`src/rtl/sd_step_modulator.sv`:
```
module sd_step_modulator #(
  parameter int CTRL_W = 24,
  parameter int FRAC   = 16,
  parameter int EXP_W  = 3,
  parameter int DIV_W  = 8
) (
  input  logic                     clk,
  input  logic                     rst_n,
  input  logic signed [CTRL_W-1:0] ctrl_word,
  input  logic                     sample_stb,
  input  logic        [EXP_W-1:0]  osr_exp,
  input  logic        [DIV_W-1:0]  clk_div,
  output logic                     step_valid,
  output logic                     step_dir
);
  localparam int ACC_W   = CTRL_W + 2;
  localparam int MAX_EXP = (1 << EXP_W) - 1;
  localparam int LEFT_W  = MAX_EXP + 2;
  localparam logic signed [ACC_W-1:0] UNIT = {{(ACC_W-FRAC-1){1'b0}}, 1'b1, {FRAC{1'b0}}};
  localparam logic [LEFT_W-1:0] ONE_L = {{(LEFT_W-1){1'b0}}, 1'b1};

  logic signed [CTRL_W-1:0] word_q;
  logic        [EXP_W-1:0]  osr_q;
  logic        [LEFT_W-1:0] left;
  logic        [DIV_W-1:0]  div_cnt;
  logic signed [ACC_W-1:0]  sum;
  logic                     q_pos;

  wire                     busy     = |left;
  wire        [DIV_W-1:0]  div_last = (clk_div == '0) ? '0 : clk_div - 1'b1;
  wire                     fire     = busy && !sample_stb && (div_cnt >= div_last);
  wire signed [ACC_W-1:0]  word_ext = {{2{word_q[CTRL_W-1]}}, word_q};
  wire signed [ACC_W-1:0]  shifted  = word_ext >>> osr_q;
  wire signed [ACC_W-1:0]  fb       = q_pos ? UNIT : -UNIT;
  wire signed [ACC_W-1:0]  sum_nx   = sum + shifted - fb;
  wire                     dec_pos  = sum_nx > 0;

  always_ff @(posedge clk) begin
    if (!rst_n) begin
      word_q     <= '0;
      osr_q      <= '0;
      left       <= '0;
      div_cnt    <= '0;
      sum        <= '0;
      q_pos      <= 1'b0;
      step_valid <= 1'b0;
      step_dir   <= 1'b0;
    end else begin
      step_valid <= fire;
      if (fire) begin
        sum      <= sum_nx;
        q_pos    <= dec_pos;
        step_dir <= dec_pos;
        left     <= left - 1'b1;
        div_cnt  <= '0;
      end else if (busy) begin
        div_cnt  <= div_cnt + 1'b1;
      end
      if (sample_stb) begin
        word_q  <= ctrl_word;
        osr_q   <= osr_exp;
        left    <= ONE_L << osr_exp;
        div_cnt <= '0;
      end
    end
  end

  logic [LEFT_W-1:0] iter_cnt;
  always_ff @(posedge clk) begin
    if (!rst_n)          iter_cnt <= '0;
    else if (sample_stb) iter_cnt <= '0;
    else if (fire)       iter_cnt <= iter_cnt + 1'b1;
  end

  AST_IDLE_NO_STEP: assert property (@(posedge clk) disable iff (!rst_n)
    !busy |=> !step_valid);

  AST_BURST_LEN: assert property (@(posedge clk) disable iff (!rst_n)
    $fell(busy) |-> iter_cnt == (ONE_L << osr_q));

  AST_PULSE_SPACING: assert property (@(posedge clk) disable iff (!rst_n)
    (step_valid && clk_div > 1) |=> !step_valid);

  AST_SUM_BOUND: assert property (@(posedge clk) disable iff (!rst_n)
    (sum <= (UNIT <<< 1)) && (sum >= -(UNIT <<< 1)));
endmodule

```
`config.mk`:
```
export PLATFORM = sky130hd
export DESIGN_NAME = sd_step_modulator
export DESIGN_NICKNAME = d
export VERILOG_FILES = /design/src/rtl/sd_step_modulator.sv
export SDC_FILE = /design/constraint.sdc
export NUM_CORES = 1
export LEC_CHECK = 0
export BUFFER_PORTS_ARGS = -buffer_cell sky130_fd_sc_hd__buf_4
export CAP_MARGIN = 15
export CORE_MARGIN = 5
export CORE_UTILIZATION = 55
export CTS_CLUSTER_DIAMETER = 80
export DETAILED_ROUTE_END_ITERATION = 16
export PLACE_DENSITY = 0.79
export REMOVE_ABC_BUFFERS = 1
export SLEW_MARGIN = 30
export SYNTH_ARGS = -nofsm -noshare
export SYNTH_HDL_FRONTEND = slang
export SYNTH_SLANG_ARGS = --single-unit
```
`constraint.sdc`:
```
create_clock -name clk -period 7.3 [get_ports clk]
set_clock_uncertainty 0.2 [all_clocks]
set_input_delay 0 -clock clk [delete_from_list [all_inputs] [get_ports clk]]
set_output_delay 0 -clock clk [all_outputs]
set_load 0.01 [all_outputs]
```
==> flow_summary.json, run 1 <==
{
  "dp.cells": 864,
  "core_region_area_sq_um": 10400,
  "clk_path_buf_depth": 2,
  "cts_root_buf": "clkbuf_8",
  "worstHoldStart": "sample_stb",
  "synth_edf_count": 0,
  "setup-tns-final_ns": 0,
  "ctsResizeCount": 0,
  "num_rows": 37,
  "drive_above_1_share": 0.120,
  "reg2regPathDepth": 14,
  "area_delta_synth_final_pct": 15.5,
  "place_area_sq_um": 6260,
  "nNetsFinal": 869,
  "ys_dominant_reg_cell": "dfxtp_1",
  "crit_path_start": "osr_q[2]",
  "die_w_microns": 114,
  "postCtsSetupBuffers": 0,
  "tritoncts": "yes",
  "startpoint_type": "register",
  "clkTransAtPathRegs_ns": 0.09,
  "design_area_sq_um": 6820,
  "hold_viol": 0,
  "diodes": 0,
  "multi_input_area_sq_um": 4100,
  "p_leak_nw": 3.06,
  "drc_errors": 0,
  "drt_iter0_markers": 341,
  "power_density_nw_per_um2": 181,
  "arrival_ns": 4.74,
  "seqCellArea_sq_um": 1440,
  "worst_pin_slew_ns": 0.839,
  "slowest_stage": "dfxtp_1",
  "synth_seq_area_share": 0.244,
  "timing.fmax_mhz": 213,
  "fin_cells": 912,
  "reg2reg_from": "osr_q[2]",
  "dp_hpwl_mm": 10.4,
  "worstPathMaxFanout": 20,
  "grt_pass1_wl_mm": 24.4,
  "drv_cap": 0,
  "synth.avg_cell_area_sq_um": 8.22,
  "ys_warn_count": 0,
  "syn_inst": 719,
  "viasPerCell": 5.93,
  "routabilityCongestion": 0.874,
  "initial_core_util": 0.567,
  "io_buffers": 39,
  "vias": 5406,
  "ant_nets": 0,
  "crit_buf_inv": 2,
  "cp.required_ns": 7.34,
  "peakVddDrop_uv": 141,
  "cts.sinks": 72,
  "mostFrequentLayoutCell": "nor2_1",
  "cpLargestDelayFamily": "compound AO/OA/AOI/OAI gates",
  "status": "completed",
  "timing.rr.end": "q_pos",
  "critical_path_depth": 14,
  "worstSetupEndpointType": "register",
  "synth-seq-cells": 72,
  "htreeDepth": 3,
  "io-pin-count": 40,
  "slew_headroom": 0.440,
  "final_cell_mix": "83 x nor2_1, 71 x dfxtp_1, 64 x inv_1",
  "finalCritPeriodShare": 0.645,
  "slew_violations": 0,
  "grt_max_degree": 47,
  "die_area_sq_um": 12900,
  "antenna_found_initial": 0,
  "grt-ovfl-total": 0,
  "crit_end": "q_pos",
  "max_stage_delay_ns": 0.65,
  "grt.total_usage": 0.230,
  "grt_pass1_vias": 5266,
  "clock_latency_ns": 0.36,
  "numCtsBuffers": 9,
  "dr.pass1.iters": 5,
  "path_cells": "inv_1 > mux2i_1 > ha_1 > inv_1 > ha_1 > nand4_1 > o22ai_1 > a2111oi_4 > o31ai_2 > o21ai_0 > a311oi_2 > o2111ai_1 > a2111oi_2 > a21oi_1",
  "setup_viol": 0,
  "fp.dieH_microns": 114,
  "wl_per_cell_microns": 16.1,
  "routed_wl_mm": 14.7,
  "fillers": 858,
  "hp-class": "in -> reg",
  "synth_cell_type_count": 72,
  "ys_async_sr_fraction": 0,
  "rsz0062_at_grt": "false",
  "crit_type": "reg -> reg",
  "fin_crit_ns": 4.71,
  "hold_depth": 3,
  "synth_area_sq_um": 5910,
  "r2r_setup_slack_ns": 2.59
}
[registers in the layout (all words and copies together) (netlist names)]
signal and count:
div_cnt 8, osr_q 3, word_q 24, sum 26, q_pos 1, step_valid 1, left 9
[per-layer routing]
layer	share of wire	vias to the layer above	routed length [microns]	GRT usage
li1	-	2644	-	-
met4	0.021	0	301	0.0697
met3	0.054	29	790	0.0435
met2	0.50	175	7390	0.412
met5	0	-	0	0
met1	0.42	2558	6170	0.278
[worst min-delay path: stages]
cell     delay (ns)
buf_4          0.29
nand2_1        0.17
a21oi_1        0.06
[power by group]
group	switching (mW)	leakage, nW	internal [mW]
clock network	0.170	0.110	0.196
logic	0.251	2.36	0.195
registers	0.0198	0.587	0.405
total	0.441	3.06	0.796
[layout make-up]
cell class,instances,area share
clock buffers,9,0.0182
clock inverters,7,0.0150
inverters,65,0.0358
multi-input cells,550,0.600
flip-flops and latches,72,0.211
well taps,136,0.0249
repair buffers,73,0.0946
[stage by stage]
stage | util | worst slack, ns | power (mW) | hold slack, ns
floorplan | - | 2.76 | 0.749 | -0.0928
global placement | 0.601 | 2.47 | 0.843 | 0.0352
detailed placement | 0.601 | 2.67 | 0.856 | 0.0446
CTS | 0.652 | 2.64 | 1.24 | 0.00916
global route | 0.655 | 2.18 | 1.31 | 0.0522
finish | 0.655 | 2.59 | 1.24 | 0.0289
[worst min path at each step]
stage / endpoint / slack (ns)
floorplan: step_valid / -0.09
global placement: word_q[14] / 0.04
detailed placement: word_q[5] / 0.04
CTS: osr_q[0] / 0.009
global route: osr_q[0] / 0.05
finish: osr_q[0] / 0.03
[kinds of logic after synthesis]
group | Yosys count | share of synthesized area
AO/OA/AOI/OAI | 152 | 0.177
AND/OR/NAND/NOR | 240 | 0.197
XOR/XNOR | 30 | 0.0445
multiplexers | 68 | 0.137
flip-flops | 72 | 0.244
buffers and inverters | 97 | 0.0627
adder cells (fa/ha/maj) | 60 | 0.137
[synth_stat cells (8+ instances only)]
master,instances,area [sq um]
ha_1,52,651
nor2_1,83,312
o21ai_0,23,115
clkbuf_1,22,82.6
xnor2_1,13,114
a21o_1,11,82.6
xor2_1,17,149
a211oi_1,10,75.1
fa_1,8,160
o21a_1,8,60.1
a21oi_1,55,275
dfxtp_1,72,1440
nand4_1,9,56.3
or3_1,8,50.1
mux2i_1,53,531
nand2b_1,10,62.6
nand3_1,19,95.1
inv_1,64,240
nor3_1,18,90.1
nand2_1,53,199
mux4_2,10,225
nor2b_1,8,50.1
[repair_timing]
item,4_1_cts,5_1_grt
endpoints found under the hold margin,44,0
hold buffers,31,0
endpoints found under the setup margin,0,0
Note: power is estimated with default switching activity, not from simulation.
==> run 2, diff against run 1 <==
==> constraint.sdc (replaced) <==
create_clock -name clk -period 4.7 [get_ports clk]
set_clock_uncertainty 0.2 [all_clocks]
set_input_delay 0 -clock clk [delete_from_list [all_inputs] [get_ports clk]]
set_output_delay 0 -clock clk [all_outputs]
set_load 0.01 [all_outputs]
==> run 2 against run 1 <==
Compared with the run above: non-clock buffer count is 8 higher; fmax rose by 6.3%; cell area is 1.0% higher; routed wire length fell by 2.5%; critical endpoint unchanged; register-to-register slack got worse by 2.3 ns; clock power grew 23%; critical path depth grew 1; global-route usage shrank 0.84 points; utilization rose by 0.66 points; hold slack improved by 0.0017 ns; die area stayed put.
==> flow_summary.json, run 2 (synthesized netlist as in run 1, its figures left out) <==
{
  "status": "completed",
  "mostFrequentLayoutCell": "nor2_1",
  "cpLargestDelayFamily": "compound AO/OA/AOI/OAI gates",
  "rsz0062_at_grt": "false",
  "dr.pass1.iters": 5,
  "slowest_stage": "mux4_2",
  "ant_nets": 0,
  "design_area_sq_um": 6890,
  "num_rows": 37,
  "clk_path_buf_depth": 2,
  "timing.fmax_mhz": 226,
  "setup-tns-final_ns": 0,
  "arrival_ns": 4.45,
  "die_w_microns": 114,
  "hold_viol": 0,
  "slew_violations": 0,
  "crit_buf_inv": 2,
  "largest_registers": "sum: 26 flops, word_q: 24 flops, left: 9 flops",
  "clkTransAtPathRegs_ns": 0.09,
  "diodes": 0,
  "grt_max_degree": 47,
  "worstSetupEndpointType": "register",
  "htreeDepth": 3,
  "clock_latency_ns": 0.36,
  "slew_headroom": 0.448,
  "routed_wl_mm": 14.3,
  "drt_iter0_markers": 305,
  "drive_above_1_share": 0.131,
  "io-pin-count": 40,
  "power_density_nw_per_um2": 265,
  "cts.sinks": 72,
  "vias": 5384,
  "fp.dieH_microns": 114,
  "routabilityCongestion": 0.919,
  "power_mw": 1.83,
  "nNetsFinal": 877,
  "hp-class": "in -> reg",
  "antenna_found_initial": 0,
  "grt_pass1_wl_mm": 23.7,
  "fin_ws_ns": 0.275,
  "grt.total_usage": 0.221,
  "max_stage_delay_ns": 0.52,
  "grt-ovfl-total": 0,
  "wl_per_cell_microns": 15.5,
  "fin_cells": 920,
  "drv_cap": 0,
  "dp.cells": 870,
  "largest-register": "sum",
  "cts_root_buf": "clkbuf_8",
  "area_delta_synth_final_pct": 16.7,
  "core_region_area_sq_um": 10400,
  "cp.required_ns": 4.73,
  "worstPathMaxFanout": 14,
  "final_cell_mix": "83 x nor2_1, 71 x dfxtp_1, 64 x inv_1",
  "dp_hpwl_mm": 10.2,
  "path_cells": "buf_12 > mux4_2 > mux2i_1 > ha_1 > inv_1 > ha_1 > a21oi_1 > o21ai_0 > a22o_1 > a211oi_2 > a21o_1 > o21ai_1 > a311o_1 > a2111oi_4 > a21oi_1",
  "grt_pass1_vias": 5203,
  "initial_core_util": 0.567,
  "die_area_sq_um": 12900,
  "io_buffers": 39,
  "largest_reg_flops": 26,
  "place_area_sq_um": 6320,
  "viasPerCell": 5.85,
  "drc_errors": 0,
  "peakVddDrop_uv": 192,
  "finalCritPeriodShare": 0.942,
  "fin_crit_ns": 4.43,
  "tritoncts": "yes",
  "numCtsBuffers": 9,
  "p_leak_nw": 3.09,
  "crit_type": "reg -> reg",
  "startpoint_type": "register",
  "setup_viol": 0,
  "post-place-ws_ns": 0.261,
  "worst_pin_slew_ns": 0.827
}
==> run 2: routing by layer <==
metal	vias up	share of wire	wire, microns	GRT usage
met5	-	0	0	0
met4	0	0.020	283	0.0841
met3	26	0.042	596	0.0350
met2	131	0.50	7080	0.382
met1	2563	0.44	6330	0.277
li1	2664	-	-	-
==> run 2: report_power, final <==
| group | switching, mW | leakage [nW] | internal, mW | total [mW] |
|---|---|---|---|---|
| clock | 0.256 | 0.0862 | 0.196 | 0.451 |
| combinational | 0.406 | 2.41 | 0.315 | 0.720 |
| sequential | 0.0237 | 0.587 | 0.630 | 0.653 |
==> run 2: layout make-up <==
cell class                 instances  area (sq um)
multi-input combinational        550          4130
fill                             846          3520
sequential                        72          1440
timing repair buffer              81           723
inverter                          65           244
tap                              136           170
clock buffer                       9           124
clock inverter                     7          55.1
==> run 2: worst paths after layout <==
path              slack, ns        from        end  depth (start not counted)
setup reg to reg       0.27    osr_q[0]      q_pos                         15
hold / removal         0.03  sample_stb  word_q[1]                          3
setup / recovery       0.27    osr_q[0]      q_pos                         15
hold reg to reg        0.26     sum[14]    sum[14]                          2
==> run 2: timing repair <==
item                                    4_1_cts  5_1_grt
endpoints found under the hold margin        44        0
buffers inserted                              0        1
endpoints found under the setup margin        0        1
gates resized for setup                       0        8
hold buffers                                 31        0
==> run 2: through the flow <==
step / hold WS, ns / util
6_report: 0.0305 / 0.662
5_1_grt: 0.0585 / 0.662
4_1_cts: 0.0225 / 0.653
3_5_place_dp: 0.0411 / 0.606
3_3_place_gp: 0.0333 / 0.606
2_1_floorplan: -0.0928 / -
==> run 2: worst reg2reg max path, cell delays in order (launching register included) <==
cell and delay [ns]:
dfxtp_2 0.38, buf_12 0.16, mux4_2 0.53, mux2i_1 0.25
ha_1 0.28, inv_1 0.06, ha_1 0.32, a21oi_1 0.21
o21ai_0 0.18, a22o_1 0.23, a211oi_2 0.28, a21o_1 0.22
o21ai_1 0.13, a311o_1 0.43, a2111oi_4 0.36, a21oi_1 0.10
